`config.mk`:
```
export PLATFORM = sky130hd
export DESIGN_NAME = cal_time_counter
export DESIGN_NICKNAME = d
export VERILOG_FILES = /design/src/rtl/cal_pkg.sv /design/src/rtl/cal_bcd_stage.sv /design/src/rtl/cal_wday_stage.sv /design/src/rtl/cal_hour_fmt.sv /design/src/rtl/cal_time_counter.sv
export SDC_FILE = /design/constraint.sdc
export NUM_CORES = 1
export LEC_CHECK = 0
export ABC_AREA = 1
export BUFFER_PORTS_ARGS = -buffer_cell sky130_fd_sc_hd__buf_2
export CAP_MARGIN = 25
export CORE_ASPECT_RATIO = 1.5
export CORE_MARGIN = 2
export CORE_UTILIZATION = 50
export DETAILED_ROUTE_END_ITERATION = 6
export PLACE_DENSITY_LB_ADDON = 0.12
export SLEW_MARGIN = 10
export SYNTH_ARGS = -nofsm -noshare
export SYNTH_HDL_FRONTEND = slang
export SYNTH_SLANG_ARGS = --single-unit
```
`constraint.sdc`:
```
create_clock -name clk_i -period 4.8 [get_ports clk_i]
set_input_delay 0.48 -clock clk_i [delete_from_list [all_inputs] [get_ports clk_i]]
set_output_delay 0.48 -clock clk_i [all_outputs]
set_load 0.01 [all_outputs]
```
`src/rtl/cal_pkg.sv`:
```
`timescale 1ns/1ps
package cal_pkg;
  localparam int BCD_W = 8;
  typedef logic [BCD_W-1:0] bcd8_t;

  function automatic logic [6:0] bcd2bin(bcd8_t v);
    return 7'(v[7:4] * 4'd10 + {3'd0, v[3:0]});
  endfunction

  function automatic bcd8_t bin2bcd(logic [6:0] b);
    return {4'(b / 7'd10), 4'(b % 7'd10)};
  endfunction

  function automatic bcd8_t bcd_inc(bcd8_t v);
    if (v[3:0] == 4'd9) return {v[7:4] + 4'd1, 4'd0};
    return {v[7:4], v[3:0] + 4'd1};
  endfunction

  // last day of month; leap rule from the two-digit year only
  function automatic bcd8_t month_last(bcd8_t mon, bcd8_t yr);
    logic [6:0] yb;
    yb = bcd2bin(yr);
    case (mon)
      8'h02: return (yb[1:0] == 2'b00) ? 8'h29 : 8'h28;
      8'h04, 8'h06, 8'h09, 8'h11: return 8'h30;
      default: return 8'h31;
    endcase
  endfunction
endpackage

```
`src/rtl/cal_bcd_stage.sv`:
```
`timescale 1ns/1ps
module cal_bcd_stage
  import cal_pkg::*;
#(
  parameter bcd8_t FIRST = 8'h00
) (
  input  logic  clk_i,
  input  logic  rst_ni,
  input  logic  en_i,
  input  bcd8_t last_i,
  input  logic  load_i,
  input  bcd8_t load_val_i,
  output bcd8_t val_o,
  output logic  carry_o
);
  bcd8_t q;

  always_ff @(posedge clk_i or negedge rst_ni) begin
    if (!rst_ni)     q <= FIRST;
    else if (load_i) q <= load_val_i;
    else if (en_i)   q <= (q == last_i) ? FIRST : bcd_inc(q);
  end

  assign val_o   = q;
  assign carry_o = en_i & (q == last_i);
endmodule

```
`src/rtl/cal_wday_stage.sv`:
```
`timescale 1ns/1ps
module cal_wday_stage #(
  parameter int DAYS = 7,
  localparam int WD_W = $clog2(DAYS)
) (
  input  logic            clk_i,
  input  logic            rst_ni,
  input  logic            en_i,
  input  logic            load_i,
  input  logic [WD_W-1:0] load_val_i,
  output logic [WD_W-1:0] val_o
);
  localparam logic [WD_W-1:0] LAST = WD_W'(DAYS - 1);
  logic [WD_W-1:0] q;

  always_ff @(posedge clk_i or negedge rst_ni) begin
    if (!rst_ni)     q <= '0;
    else if (load_i) q <= load_val_i;
    else if (en_i)   q <= (q == LAST) ? '0 : q + 1'b1;
  end

  assign val_o = q;
endmodule

```
`src/rtl/cal_hour_fmt.sv`:
```
`timescale 1ns/1ps
module cal_hour_fmt
  import cal_pkg::*;
(
  input  bcd8_t hour24_i,
  input  logic  mode12_i,
  input  bcd8_t ld_hour_i,
  input  logic  ld_pm_i,
  output bcd8_t hour_o,
  output logic  pm_o,
  output bcd8_t ld_hour24_o
);
  logic [6:0] h_bin, h12_bin, l_bin, l24_bin;

  always_comb begin
    h_bin = bcd2bin(hour24_i);
    pm_o  = (h_bin >= 7'd12);
    if (h_bin == 7'd0)       h12_bin = 7'd12;
    else if (h_bin > 7'd12)  h12_bin = h_bin - 7'd12;
    else                     h12_bin = h_bin;
    hour_o = mode12_i ? bin2bcd(h12_bin) : hour24_i;

    l_bin = bcd2bin(ld_hour_i);
    if (l_bin == 7'd12) l24_bin = ld_pm_i ? 7'd12 : 7'd0;
    else                l24_bin = ld_pm_i ? l_bin + 7'd12 : l_bin;
    ld_hour24_o = mode12_i ? bin2bcd(l24_bin) : ld_hour_i;
  end
endmodule

```
`src/rtl/cal_time_counter.sv`:
```
`timescale 1ns/1ps
module cal_time_counter
  import cal_pkg::*;
#(
  parameter int DAYS_PER_WEEK = 7,
  localparam int WD_W = $clog2(DAYS_PER_WEEK)
) (
  input  logic            clk_i,
  input  logic            rst_ni,
  input  logic            tick_i,
  input  logic            mode12_i,
  input  logic            load_i,
  input  logic [7:0]      ld_sec_i,
  input  logic [7:0]      ld_min_i,
  input  logic [7:0]      ld_hour_i,
  input  logic            ld_pm_i,
  input  logic [7:0]      ld_day_i,
  input  logic [WD_W-1:0] ld_wday_i,
  input  logic [7:0]      ld_mon_i,
  input  logic [7:0]      ld_year_i,
  output logic [7:0]      sec_o,
  output logic [7:0]      min_o,
  output logic [7:0]      hour_o,
  output logic            pm_o,
  output logic [7:0]      day_o,
  output logic [WD_W-1:0] wday_o,
  output logic [7:0]      mon_o,
  output logic [7:0]      year_o
);
  logic  step;
  logic  c_sec, c_min, c_hour, c_day, c_mon, c_year;
  bcd8_t hour24, ld_hour24, mlen;

  assign step = tick_i & ~load_i;  // load wins over tick
  assign mlen = month_last(mon_o, year_o);

  cal_bcd_stage #(.FIRST(8'h00)) u_sec (
    .clk_i, .rst_ni, .en_i(step), .last_i(8'h59), .load_i,
    .load_val_i(ld_sec_i), .val_o(sec_o), .carry_o(c_sec));

  cal_bcd_stage #(.FIRST(8'h00)) u_min (
    .clk_i, .rst_ni, .en_i(c_sec), .last_i(8'h59), .load_i,
    .load_val_i(ld_min_i), .val_o(min_o), .carry_o(c_min));

  cal_bcd_stage #(.FIRST(8'h00)) u_hour (
    .clk_i, .rst_ni, .en_i(c_min), .last_i(8'h23), .load_i,
    .load_val_i(ld_hour24), .val_o(hour24), .carry_o(c_hour));

  cal_bcd_stage #(.FIRST(8'h01)) u_day (
    .clk_i, .rst_ni, .en_i(c_hour), .last_i(mlen), .load_i,
    .load_val_i(ld_day_i), .val_o(day_o), .carry_o(c_day));

  cal_bcd_stage #(.FIRST(8'h01)) u_mon (
    .clk_i, .rst_ni, .en_i(c_day), .last_i(8'h12), .load_i,
    .load_val_i(ld_mon_i), .val_o(mon_o), .carry_o(c_mon));

  cal_bcd_stage #(.FIRST(8'h00)) u_year (
    .clk_i, .rst_ni, .en_i(c_mon), .last_i(8'h99), .load_i,
    .load_val_i(ld_year_i), .val_o(year_o), .carry_o(c_year));

  cal_wday_stage #(.DAYS(DAYS_PER_WEEK)) u_wday (
    .clk_i, .rst_ni, .en_i(c_hour), .load_i,
    .load_val_i(ld_wday_i), .val_o(wday_o));

  cal_hour_fmt u_fmt (
    .hour24_i(hour24), .mode12_i, .ld_hour_i, .ld_pm_i,
    .hour_o, .pm_o, .ld_hour24_o(ld_hour24));

  p_min_gated_r3: assert property (@(posedge clk_i) disable iff (!rst_ni)
    !c_sec && !load_i |=> $stable(min_o));

  p_hour_range_r4: assert property (@(posedge clk_i) disable iff (!rst_ni)
    hour24 <= 8'h23);

  p_hour12_range_r5: assert property (@(posedge clk_i) disable iff (!rst_ni)
    mode12_i |-> (hour_o != 8'h00) && (hour_o <= 8'h12));

  p_day_range_r7: assert property (@(posedge clk_i) disable iff (!rst_ni)
    (day_o >= 8'h01) && (day_o <= mlen));

  p_year_wrap_r9: assert property (@(posedge clk_i) disable iff (!rst_ni)
    c_year |=> (year_o == 8'h00) && (mon_o == 8'h01) && (day_o == 8'h01));

  p_wday_moves_r10: assert property (@(posedge clk_i) disable iff (!rst_ni)
    c_day |=> wday_o != $past(wday_o));

  p_load_wins_r11: assert property (@(posedge clk_i) disable iff (!rst_ni)
    load_i |=> (sec_o == $past(ld_sec_i)) && (day_o == $past(ld_day_i)) &&
               (year_o == $past(ld_year_i)));

  p_idle_stable_r12: assert property (@(posedge clk_i) disable iff (!rst_ni)
    !tick_i && !load_i |=> $stable(sec_o) && $stable(min_o) && $stable(hour24) &&
                           $stable(day_o) && $stable(mon_o) && $stable(year_o) &&
                           $stable(wday_o));
endmodule

```
After elaboration in Yosys (flattened, before gate mapping)
Index checks and enable logic that the tools add are counted.
{"block": "op_classes", "order_cmp": 2, "bitwise": 7, "n_eq_ne": 19, "n_reduce_logical": 21, "n_shift": 0, "div": 4, "add_sub_neg": 18, "muxes": 60, "n_mul": 3}
{"cell": "2-to-1 mux 8 bit", "count": 32}
{"cell": "adder 4 x 1 -> 4 bit, second input constant", "count": 12}
{"cell": "2-to-1 mux 7 bit", "count": 4}
{"cell": "equality test 4 bit, second input constant", "count": 6}
{"cell": "2-to-1 mux 1 bit", "count": 19}
{"cell": "nonzero test 3 bit", "count": 6}
{"cell": "equality test 8 x 3 -> 1 bit, second input constant", "count": 2}
{"cell": "equality test 8 x 5 -> 1 bit, second input constant", "count": 2}
{"cell": "equality test 8 x 7 -> 1 bit, second input constant", "count": 2}
{"cell": "adder 7 x 4 -> 7 bit", "count": 2}
{"cell": "divider 7 x 4 -> 7 bit, second input constant", "count": 2}
{"cell": "modulo 7 x 4 -> 7 bit, second input constant", "count": 2}
{"cell": "multiplier 4 x 3 -> 6 bit, second input constant", "count": 2}
{"cell": "AND reduction 2 bit", "count": 6}
{"cell": "nonzero test 2 bit", "count": 6}
{"cell": "case mux 5 bit (2 select lines)", "count": 1}
{"cell": "2-to-1 mux 3 bit", "count": 3}
{"cell": "equality test 8 x 2 -> 1 bit, second input constant", "count": 1}
{"cell": "equality test 8 x 4 -> 1 bit, second input constant", "count": 1}
{"cell": "equality test 8 x 6 -> 1 bit", "count": 1}
{"cell": "equality test 8 x 6 -> 1 bit, second input constant", "count": 1}
{"cell": "equality test 8 bit, second input constant", "count": 1}
{"cell": "adder 7 x 4 -> 7 bit, second input constant", "count": 1}
{"cell": "equality test 7 x 4 -> 1 bit, second input constant", "count": 1}
{"cell": "other kinds (13)", "count": 18}
{"block": "word_totals", "romBits": 0, "ram_bits": 0, "elab_cells": 147, "mem_count": 0, "reg_bits": 51, "latch_bits": 0}

Longest topological paths before layout
Gate-level depths: netlist of run 1.
{"block": "depth", "word_depth": 14, "mapped_depth": 35, "ltp_nobuf": 34}

By module
A second synthesis of run 1 with hierarchy kept.
{"block": "hier_totals", "cells_unflattened": 977, "area_unflattened_um2": 6082.1}
{"mod": "cal_bcd_stage (u_hour ...)", "instances": 4, "cells_each": 101, "area_per_inst_um2": 663.1}
{"mod": "cal_hour_fmt", "instances": 1, "cells_each": 308, "area_per_inst_um2": 1769.2}
{"mod": "cal_bcd_stage (u_day ...)", "instances": 2, "cells_each": 103, "area_per_inst_um2": 671.9}
{"mod": "cal_wday_stage", "instances": 1, "cells_each": 24, "area_per_inst_um2": 168.9}
{"mod": "cal_time_counter", "instances": 1, "cells_each": 35, "area_per_inst_um2": 147.6}

Least setup slack after synthesis of run 1
Ideal clock, no wire load.
{"block": "synth_timing", "path_type": "reg2out", "startpoint": "register u_hour.q[5], in the netlist u_hour.val_o[5]", "endpoint": "output hour_o[3]", "arrival_time_ps": 3575, "path_stages_with_launch": 25, "setup_slack_ps": 745, "cell_sequence": "dfrtp_1 -> ha_1 -> ha_1 -> inv_1 -> fa_1 -> xor2_2 -> nand2_2 -> nor2_4 -> nand2_2 -> nand3_2 -> inv_2 -> o21ai_1 -> inv_1 -> o21ai_1 -> nand2_2 -> nand2_2 -> nand2_2 -> nand2_2 -> nand2_1 -> nand2_1 -> inv_2 -> ha_1 -> o21ai_0 -> inv_1 -> a22oi_1"}
{"block": "synth_between", "elab_chain_cells": 7, "word_cells_on_any_way": 9, "classes_between": "2 x add/sub; 1 x mul; 1 x div; 1 x order compare; 3 x mux; 1 x reduce/logical"}
{"element": "from (decl)", "line_no": "cal_bcd_stage.sv:16", "source": "bcd8_t q;"}
{"element": "from (signal assigned)", "line_no": "cal_bcd_stage.sv:20", "source": "else if (load_i) q <= load_val_i;"}
{"element": "from (signal assigned)", "line_no": "cal_bcd_stage.sv:21", "source": "else if (en_i) q <= (q == last_i) ? FIRST : bcd_inc(q);"}
{"element": "multiplier 4 x 3 -> 6 bit *", "line_no": "cal_pkg.sv:7", "source": "return 7'(v[7:4] * 4'd10 + {3'd0, v[3:0]});"}
{"element": "adder 7 x 4 -> 7 bit *", "line_no": "cal_pkg.sv:7"}
{"element": "subtractor 7 x 4 -> 7 bit / > comparator 7 x 4 -> 1 bit (equally long branches)", "line_no": "cal_hour_fmt.sv:19", "source": "else if (h_bin > 7'd12) h12_bin = h_bin - 7'd12;"}
{"element": "2-to-1 mux 7 bit", "line_no": "cal_hour_fmt.sv:19"}
{"element": "2-to-1 mux 7 bit *", "line_no": "cal_hour_fmt.sv:18", "source": "if (h_bin == 7'd0) h12_bin = 7'd12;"}
{"element": "modulo 7 x 4 -> 7 bit *", "line_no": "cal_pkg.sv:11", "source": "return {4'(b / 7'd10), 4'(b % 7'd10)};"}
{"element": "2-to-1 mux 8 bit *", "line_no": "cal_hour_fmt.sv:21", "source": "hour_o = mode12_i ? bin2bcd(h12_bin) : hour24_i;"}
{"element": "to (decl)", "line_no": "cal_time_counter.sv:23", "source": "output logic [7:0] hour_o,"}
Every way passes the cells marked *; elsewhere a longest branch is shown, timed or not.

Worst setup path after layout of run 1
{"block": "layout_timing", "startpoint": "register u_hour.q[5], in the netlist u_hour.val_o[5]", "endpoint": "output hour_o[2]"}
The elaborated chain is that of the path after synthesis.

==> flow_summary.ini, run 1 <==
[logic_synthesis]
synth_edf_count = 0
ys_seq_area_frac = 0.259
muxShareOfSynthArea = 0
synth-compound-area-share = 0.153
yosysWarnings = 0
ys.flop_type = dfrtp_1
synthAdderAreaFrac = 0.117
synthArstFlopShare = 1.00
syn_nets = 831
synth-xor-area-share = 0.0582
avgSynthCellArea_um2 = 6.77
ys_ff_latch = 51
ys_types = 43
synthCells = 730
syn_area_um2 = 4940
synth_simple_gate_area_frac = 0.319
synth_top_family_by_area = simple AND/OR/NAND/NOR gates

[final_layout]
final_cell_mix = 165 x nand2_1, 108 x buf_2, 102 x inv_1
final_common_cell = nand2_1
nets = 951
finalNonFillerCells = 966
antennaDiodeCount = 0
fill_cells = 909
fin_area_um2 = 6020
syn_to_final_growth_pct = 21.8
final_layout_size_suffix_gt1_frac = 0.228

[floorplanning]
initial_core_util = 0.513
coreArea_um2 = 9630
ios = 109
die_h_um = 126
die-area_um2 = 10700
fp-row-count = 44
die_x_um = 85.2

[clocking]
cts_made_buffers = 5
cts-root-buf = clkbuf_16
clk_latency_ns = 0.29
cts_buffer_depth = 2
h-tree-depth = 2
cts_tree = built
cts_sinks = 51
clkTransAtPathRegs_ns = 0.07

[place]
place.gp.congestion = 0.909
post-dp-hpwl_mm = 9.93
dp.cells = 944
dpl_cell_area_um2 = 5590
portBuffers = 108

[timing]
min_period_over_period = 0.976
finalHoldViolations = 0
rsz0062_at_grt = yes
slew_headroom = 0.545
finalSetupTns_ns = 0
slew_violations = 0
setup_violations = 0
max_freq_mhz = 213
post-route-min-period_ns = 4.69
tightest_slew_ns = 0.683
finalClockSkew_ns = 0.0113

[min_path]
hold_class = input port to asynchronous set/reset pin

[critical_path]
crit_path_frequent_cell = nand2_2
critical_path_arrival_ns = 4.21
crit_path_start_kind = flop
crit_fanout = 4
cp-end-kind = output port
crit_type = flop to output port
required_ns = 4.32
regToRegSetupSlack_ns = 1.53
worst_path_max_delay_cell = fa_2
slowest_delay_ns = 0.57

[route]
wl_met1_mm = 5.25
route.detailed.drc = 0
via_count = 5192
drtIter0Drc = 200
route.met3.wl_um = 486
dr.pass1.iters = 5
wl_per_cell_um = 13.4
highest_layer = met4
vias_per_cell = 5.37
dr_wl_met2_mm = 6.90
wirelength_mm = 13.0
drt.antenna.violating_nets = 0

[global_routing]
grt_pass1_wl_mm = 21.2
antenna_found_initial = 0
grt_pass1_vias = 4927
grt_overflow = 0
grt_max_degree = 52
grt_usage = 0.233

[flow_run]
cap_viol_max_count = 0

[status]
status = complete, no violations
sequential cells by signal (all words and copies together) (netlist names):
signal	flops
u_day.val_o	8
u_hour.val_o	8
u_min.val_o	8
u_mon.val_o	8
u_sec.val_o	8
u_year.val_o	8
u_wday.val_o	3
final timing paths:
check | start | end | cells past startpoint
worst max-delay path | u_hour.val_o[5] | hour_o[2] | 28
worst min-delay path | rst_ni | u_mon.val_o[7] | 2
worst max register to register | u_sec.val_o[1] | u_year.val_o[6] | 16
worst min register to register | u_day.val_o[0] | u_day.val_o[0] | 2
max in group asynchronous | rst_ni | u_hour.val_o[2] | 2
min in group clk_i | ld_sec_i[2] | u_sec.val_o[2] | 3
cell usage after synthesis (9+ instances only):
| library cell | instances | area share |
|---|---|---|
| nand2_1 | 171 | 0.13 |
| inv_1 | 105 | 0.080 |
| nor2_1 | 73 | 0.055 |
| nand3_1 | 61 | 0.062 |
| o21ai_0 | 57 | 0.058 |
| dfrtp_1 | 49 | 0.25 |
| ha_1 | 40 | 0.10 |
| a21oi_1 | 28 | 0.028 |
| xor2_1 | 21 | 0.037 |
| nand4_1 | 12 | 0.015 |
| a22oi_1 | 10 | 0.015 |
| nand2_2 | 10 | 0.013 |
| xnor2_1 | 10 | 0.018 |
| o211ai_1 | 9 | 0.014 |
metal layers:
metal | GRT usage | vias to the layer above
met4 | 0.0598 | 0
met5 | 0 | -
li1 | - | 2628
met1 | 0.272 | 2423
met3 | 0.0315 | 25
met2 | 0.438 | 116
worst max-delay path: cells and delay by family, from the launching register on:
| kind | cells | cell delay [ns] |
|---|---|---|
| flops | 1 | 0.41 |
| fa+ha+maj | 4 | 1.19 |
| compound gates | 2 | 0.25 |
| simple gates | 15 | 1.34 |
| buf+inv | 6 | 0.55 |
| xor+xnor | 1 | 0.20 |
cell families after synthesis:
kind of cell	after synthesis
simple gates	353
compound gates	129
flops	51
fa+ha+maj	44
xor+xnor	32
buf+inv	121
layout make-up:
| class | count | area (um^2) | share of cell area |
|---|---|---|---|
| sequential | 51 | 1280 | 0.213 |
| inverter | 109 | 412 | 0.0684 |
| timing repair buffer | 125 | 684 | 0.114 |
| multi-input combinational | 558 | 3350 | 0.556 |
| tap | 115 | 144 | 0.0239 |
| clock buffer | 6 | 139 | 0.0231 |
| clock inverter | 2 | 13.8 | 0.00229 |
repair_timing:
action	4_1_cts	5_1_grt
buffers inserted	2	12
setup endpoints to repair	3	4
pin swaps	1	20
resized for setup	0	38
hold buffers	0	0
per-stage QoR:
step                 util  worst slack [ns]  hold slack, ns
CTS                 0.598            0.0325           0.339
global route        0.625            -0.193           0.366
finish              0.625             0.113           0.308
detailed placement  0.581             0.298           0.540
global placement    0.581             0.497           0.516
floorplan               -             0.745           0.184
Power of run 1 is not shown: default switching activity piles up to over one toggle a cycle in this logic, so the estimate is an artifact.
==> run 2: changes to the inputs <==
Settings changed: CORE_MARGIN 2 to unset, CORE_UTILIZATION 50 to 49.
==> flow_summary.ini, run 2 (same netlist as run 1, synthesis figures left out) <==
[status]
status = finished with violations
violations = DRC

[timing]
min_period_over_period = 0.979
post-route-min-period_ns = 4.70
finalSetupTns_ns = 0
slew_headroom = 0.540
tightest_slew_ns = 0.691
setup_violations = 0
worst_slack_ns = 0.103
max_freq_mhz = 213
slew_violations = 0
finalClockSkew_ns = 0.00487
rsz0062_at_grt = yes
finalHoldViolations = 0

[place]
post-dp-hpwl_mm = 9.85
post-place-ws_ns = 0.288
place.gp.congestion = 0.885
dp.cells = 945
portBuffers = 108

[route]
via_count = 5189
drtIter0Drc = 178
dr.pass1.iters = 7
wl_per_cell_um = 13.3
drt.antenna.violating_nets = 0
wirelength_mm = 12.8
vias_per_cell = 5.38
route.detailed.drc = 14

[global_routing]
grt_pass1_wl_mm = 21.6
grt_max_degree = 52
antenna_found_initial = 0
grtUsageMet3 = 0.0330
grt_pass1_vias = 5043
busiest_layer = met2
grt_usage = 0.246
grt.met2_usage = 0.474
grt_overflow = 0
use_met1 = 0.270

[floorplanning]
coreArea_um2 = 9740
die-area_um2 = 10500
fp-row-count = 44
die_h_um = 125
ios = 109
initial_core_util = 0.507
die_x_um = 84.0

[min_path]
hold_class = input port to asynchronous set/reset pin

[flow_run]
cap_viol_max_count = 0

[critical_path]
regToRegSetupSlack_ns = 1.54
crit_fanout = 7
crit_path_frequent_cell = nand2_2
critical_path_arrival_ns = 4.22
crit_path_start_kind = flop
required_ns = 4.32
worst_path_max_delay_cell = fa_2
crit_type = flop to output port
slowest_delay_ns = 0.56
cp-end-kind = output port

[final_layout]
syn_to_final_growth_pct = 21.1
utilization = 0.614
register_area_um2 = 1280
final_layout_size_suffix_gt1_frac = 0.226
fill_cells = 949
final_cell_mix = 166 x nand2_1, 107 x buf_2, 103 x inv_1
final_common_cell = nand2_1
multi_input_area_um2 = 3330
nets = 949
antennaDiodeCount = 0
finalNonFillerCells = 964

[clocking]
cts_made_buffers = 5
cts_tree = built
cts_sinks = 51
clk_latency_ns = 0.29
cts-root-buf = clkbuf_16
hold_buffers = 0
clkTransAtPathRegs_ns = 0.07
cts_buffer_depth = 2
h-tree-depth = 2
## run 2: changes by cell type in the layout (fill, tap and decap cells not counted), sizes merged
| cell | before | now |
|---|---|---|
| buf | 125 | 123 |
| inv | 110 | 109 |
| clkinvlp | 0 | 1 |
## run 2: per-layer routing
layer / vias up / share of wire
met3: 24 / 0.034
met1: 2426 / 0.41
met2: 113 / 0.54
li1: 2626 / -
met5: - / 0
met4: 0 / 0.021
## run 2: critical path, delay by kind of cell (launching register included)
family / cells / cell delay (ns)
compound gates: 1 / 0.13
xor+xnor: 1 / 0.20
fa+ha+maj: 4 / 1.14
buf+inv: 4 / 0.24
flops: 1 / 0.43
simple gates: 18 / 1.79
## run 2: area by class of cell
cell class	instances	share of cell area
Tap cell	115	0.0240
Inverter	109	0.0688
Clock buffer	6	0.0232
Timing Repair Buffer	123	0.110
Clock inverter	2	0.00272
Multi-Input combinational cell	558	0.557
Sequential cell	51	0.214
## run 2: what timing repair did
action                     4_1_cts  5_1_grt
setup endpoints to repair        3        4
gates cloned                     0        0
pin swaps                        3       24
buffers inserted                 1       10
resized for setup                4       31
## run 2: metrics by stage
step                hold WS [ns]  instance area [um^2]
finish                     0.303                  5990
global route               0.376                  5990
CTS                        0.341                  5780
detailed placement         0.521                  5600
global placement           0.516                  5600
floorplan                  0.184                  4940
## run 2: final timing paths
path / start / end / depth (start not counted)
max in group asynchronous: rst_ni / u_hour.val_o[2] / 2
hold reg to reg: u_day.val_o[0] / u_day.val_o[0] / 2
setup / recovery: u_hour.val_o[7] / hour_o[1] / 28
setup reg to reg: u_sec.val_o[1] / u_year.val_o[5] / 16
min in group clk_i: ld_sec_i[1] / u_sec.val_o[1] / 3
hold / removal: rst_ni / u_mon.val_o[4] / 2
Power of run 2 is left out for the same reason.
==> run 3: changes to the inputs <==
Settings changed: ABC_AREA 1 to unset, CORE_MARGIN set to 2.
Clock period 4.8 ns to 5.2 ns, I/O delays scaled along.
==> flow_summary.ini, run 3 <==
[status]
status = complete, no violations

[clocking]
cts_tree = built
cts_made_buffers = 5
cts_sinks = 51
clkTransAtPathRegs_ns = 0.07
clk_latency_ns = 0.29
h-tree-depth = 2
hold_buffers = 0
cts_buffer_depth = 2
cts-root-buf = clkbuf_16

[critical_path]
crit_path_start_kind = flop
cp-end-kind = output port
required_ns = 4.68
crit_type = flop to output port
critical_path_arrival_ns = 4.55
regToRegSetupSlack_ns = 1.56
crit_fanout = 8

[logic_synthesis]
syn_area_um2 = 5230
yosysWarnings = 0
synthArstFlopShare = 1.00
avgSynthCellArea_um2 = 7.88
ys.flop_type = dfrtp_1
ys_types = 85
ys_ff_latch = 51
synth_top_area_share = 0.235
yosysMostFrequentCell = o21ai_0
ys_top_cells_by_area = dfrtp_1 23%, ha_1 9.6%, o21ai_0 7.3%
synth_top_cell_by_area = dfrtp_1
synth_common_cells = 76 x o21ai_0, 59 x a21oi_1, 57 x nand2_1
synthCells = 663
synth_edf_count = 0
syn_nets = 764
ys_seq_area_frac = 0.245

[timing]
finalHoldViolations = 0
finalClockSkew_ns = 0.0105
slew_violations = 0
timing.hold.ws_ns = 0.343
post-route-min-period_ns = 5.07
slew_headroom = 0.471
setup_violations = 0
tightest_slew_ns = 0.790
min_period_over_period = 0.975
finalSetupTns_ns = 0
max_freq_mhz = 197

[place]
portBuffers = 108
post-dp-hpwl_mm = 11.1
dpl_cell_area_um2 = 5970
dp.cells = 908
place.gp.congestion = 0.925

[route]
vias_per_cell = 5.95
route.detailed.drc = 0
wl_per_cell_um = 15.7
drt.antenna.violating_nets = 0
wirelength_mm = 14.4
dr.pass1.iters = 5
via_count = 5476
drtIter0Drc = 168

[floorplanning]
die-area_um2 = 11500
fp-row-count = 46
ios = 109
die_h_um = 131
coreArea_um2 = 10500
die_x_um = 88.3
initial_core_util = 0.499

[global_routing]
grt_usage = 0.248
grt_overflow = 0
grt_pass1_vias = 5066
grt_pass1_wl_mm = 23.4
antenna_found_initial = 0
grt_max_degree = 57

[final_layout]
fill_cells = 986
fin_area_um2 = 6240
antennaDiodeCount = 0
final_common_cell = buf_2
finalNonFillerCells = 920
nets = 876
final_cell_mix = 108 x buf_2, 76 x o21ai_0, 58 x a21oi_1
final_layout_size_suffix_gt1_frac = 0.224
syn_to_final_growth_pct = 19.3

[power_and_ir_drop]
irDropWorstVdd_mv = 0.531
power.density_nw_per_um2 = 724
total_power_mw = 4.51
p_leak_nw = 2.80

[flow_run]
cap_viol_max_count = 0

[min_path]
hold_class = input port to asynchronous set/reset pin
## run 3: changes by cell type in the layout (fill, tap and decap cells not counted), sizes merged, moves of 18 or more
cell	change
nor2	-34
inv	-67
nand2	-124
nor3	+20
o21ai	+18
nand3	-41
a21oi	+31
## run 3: area by class of cell
cell class | count | area (um^2) | area share
inverters | 42 | 158 | 0.0253
repair buffers | 128 | 694 | 0.111
well taps | 144 | 180 | 0.0289
multi-input cells | 547 | 3760 | 0.602
clock inverters | 2 | 37.5 | 0.00602
flip-flops and latches | 51 | 1280 | 0.205
clock buffers | 6 | 129 | 0.0207
## run 3: logic make-up (layout without fill, tap and decap cells)
family	Yosys count	after routing	share of synthesized area
AOI/OAI and AO/OA	254	254	0.323
and+or+nand+nor	219	219	0.211
buffers and inverters	65	178	0.0483
DFF	51	51	0.245
adders and majority gates	44	44	0.111
xor gates and xnor gates	20	20	0.0404
muxes	10	10	0.0213
## run 3: worst max-delay path, stage by stage, from the launching register on
cell and delay, ns:
dfrtp_2 0.44, ha_1 0.31, ha_1 0.19, inv_1 0.06
fa_1 0.48, nor4b_2 0.36, xor2_1 0.11, buf_4 0.17
xor2_1 0.15, o31a_1 0.37, xnor2_1 0.18, a32oi_2 0.23
and2_1 0.16, ha_2 0.21, inv_1 0.08, o21bai_1 0.17
o221ai_1 0.13, o32a_1 0.32, buf_2 0.14
## run 3: final timing paths
kind,depth (start not counted),end,from
hold / removal,2,u_mon.val_o[4],rst_ni
min in group clk_i,3,u_min.val_o[2],ld_min_i[2]
hold reg to reg,2,u_day.val_o[0],u_day.val_o[0]
max in group asynchronous,2,u_hour.val_o[4],rst_ni
setup / recovery,18,hour_o[2],u_hour.val_o[5]
setup reg to reg,11,u_year.val_o[5],u_sec.val_o[1]
## run 3: repair_timing
item | 4_1_cts | 5_1_grt
buffers inserted | 2 | 2
pin swaps | 1 | 1
setup endpoints to repair | 1 | 3
gates resized for setup | 1 | 14
## run 3: per-stage QoR
step	util	setup slack, ns
6_report	0.595	0.132
5_1_grt	0.595	-0.0714
4_1_cts	0.588	0.0185
3_5_place_dp	0.570	0.184
3_3_place_gp	0.570	0.291
2_1_floorplan	-	0.580
## run 3: power by group
group	internal, mW	total, mW	switching (mW)	leakage (nW)
Sequential	0.480	0.603	0.124	0.615
Clock	0.228	0.376	0.149	0.0771
Combinational	1.54	3.53	1.99	2.11
## run 3: per-layer routing
layer	up-vias	routed length, um	share of wire	global-route usage
met5	-	0	0	0
met2	180	7570	0.52	0.449
met3	26	717	0.050	0.0339
li1	2702	-	-	-
met1	2568	5770	0.40	0.298
met4	0	368	0.025	0.0838
No activity file was read; power rests on OpenSTA's default activity.
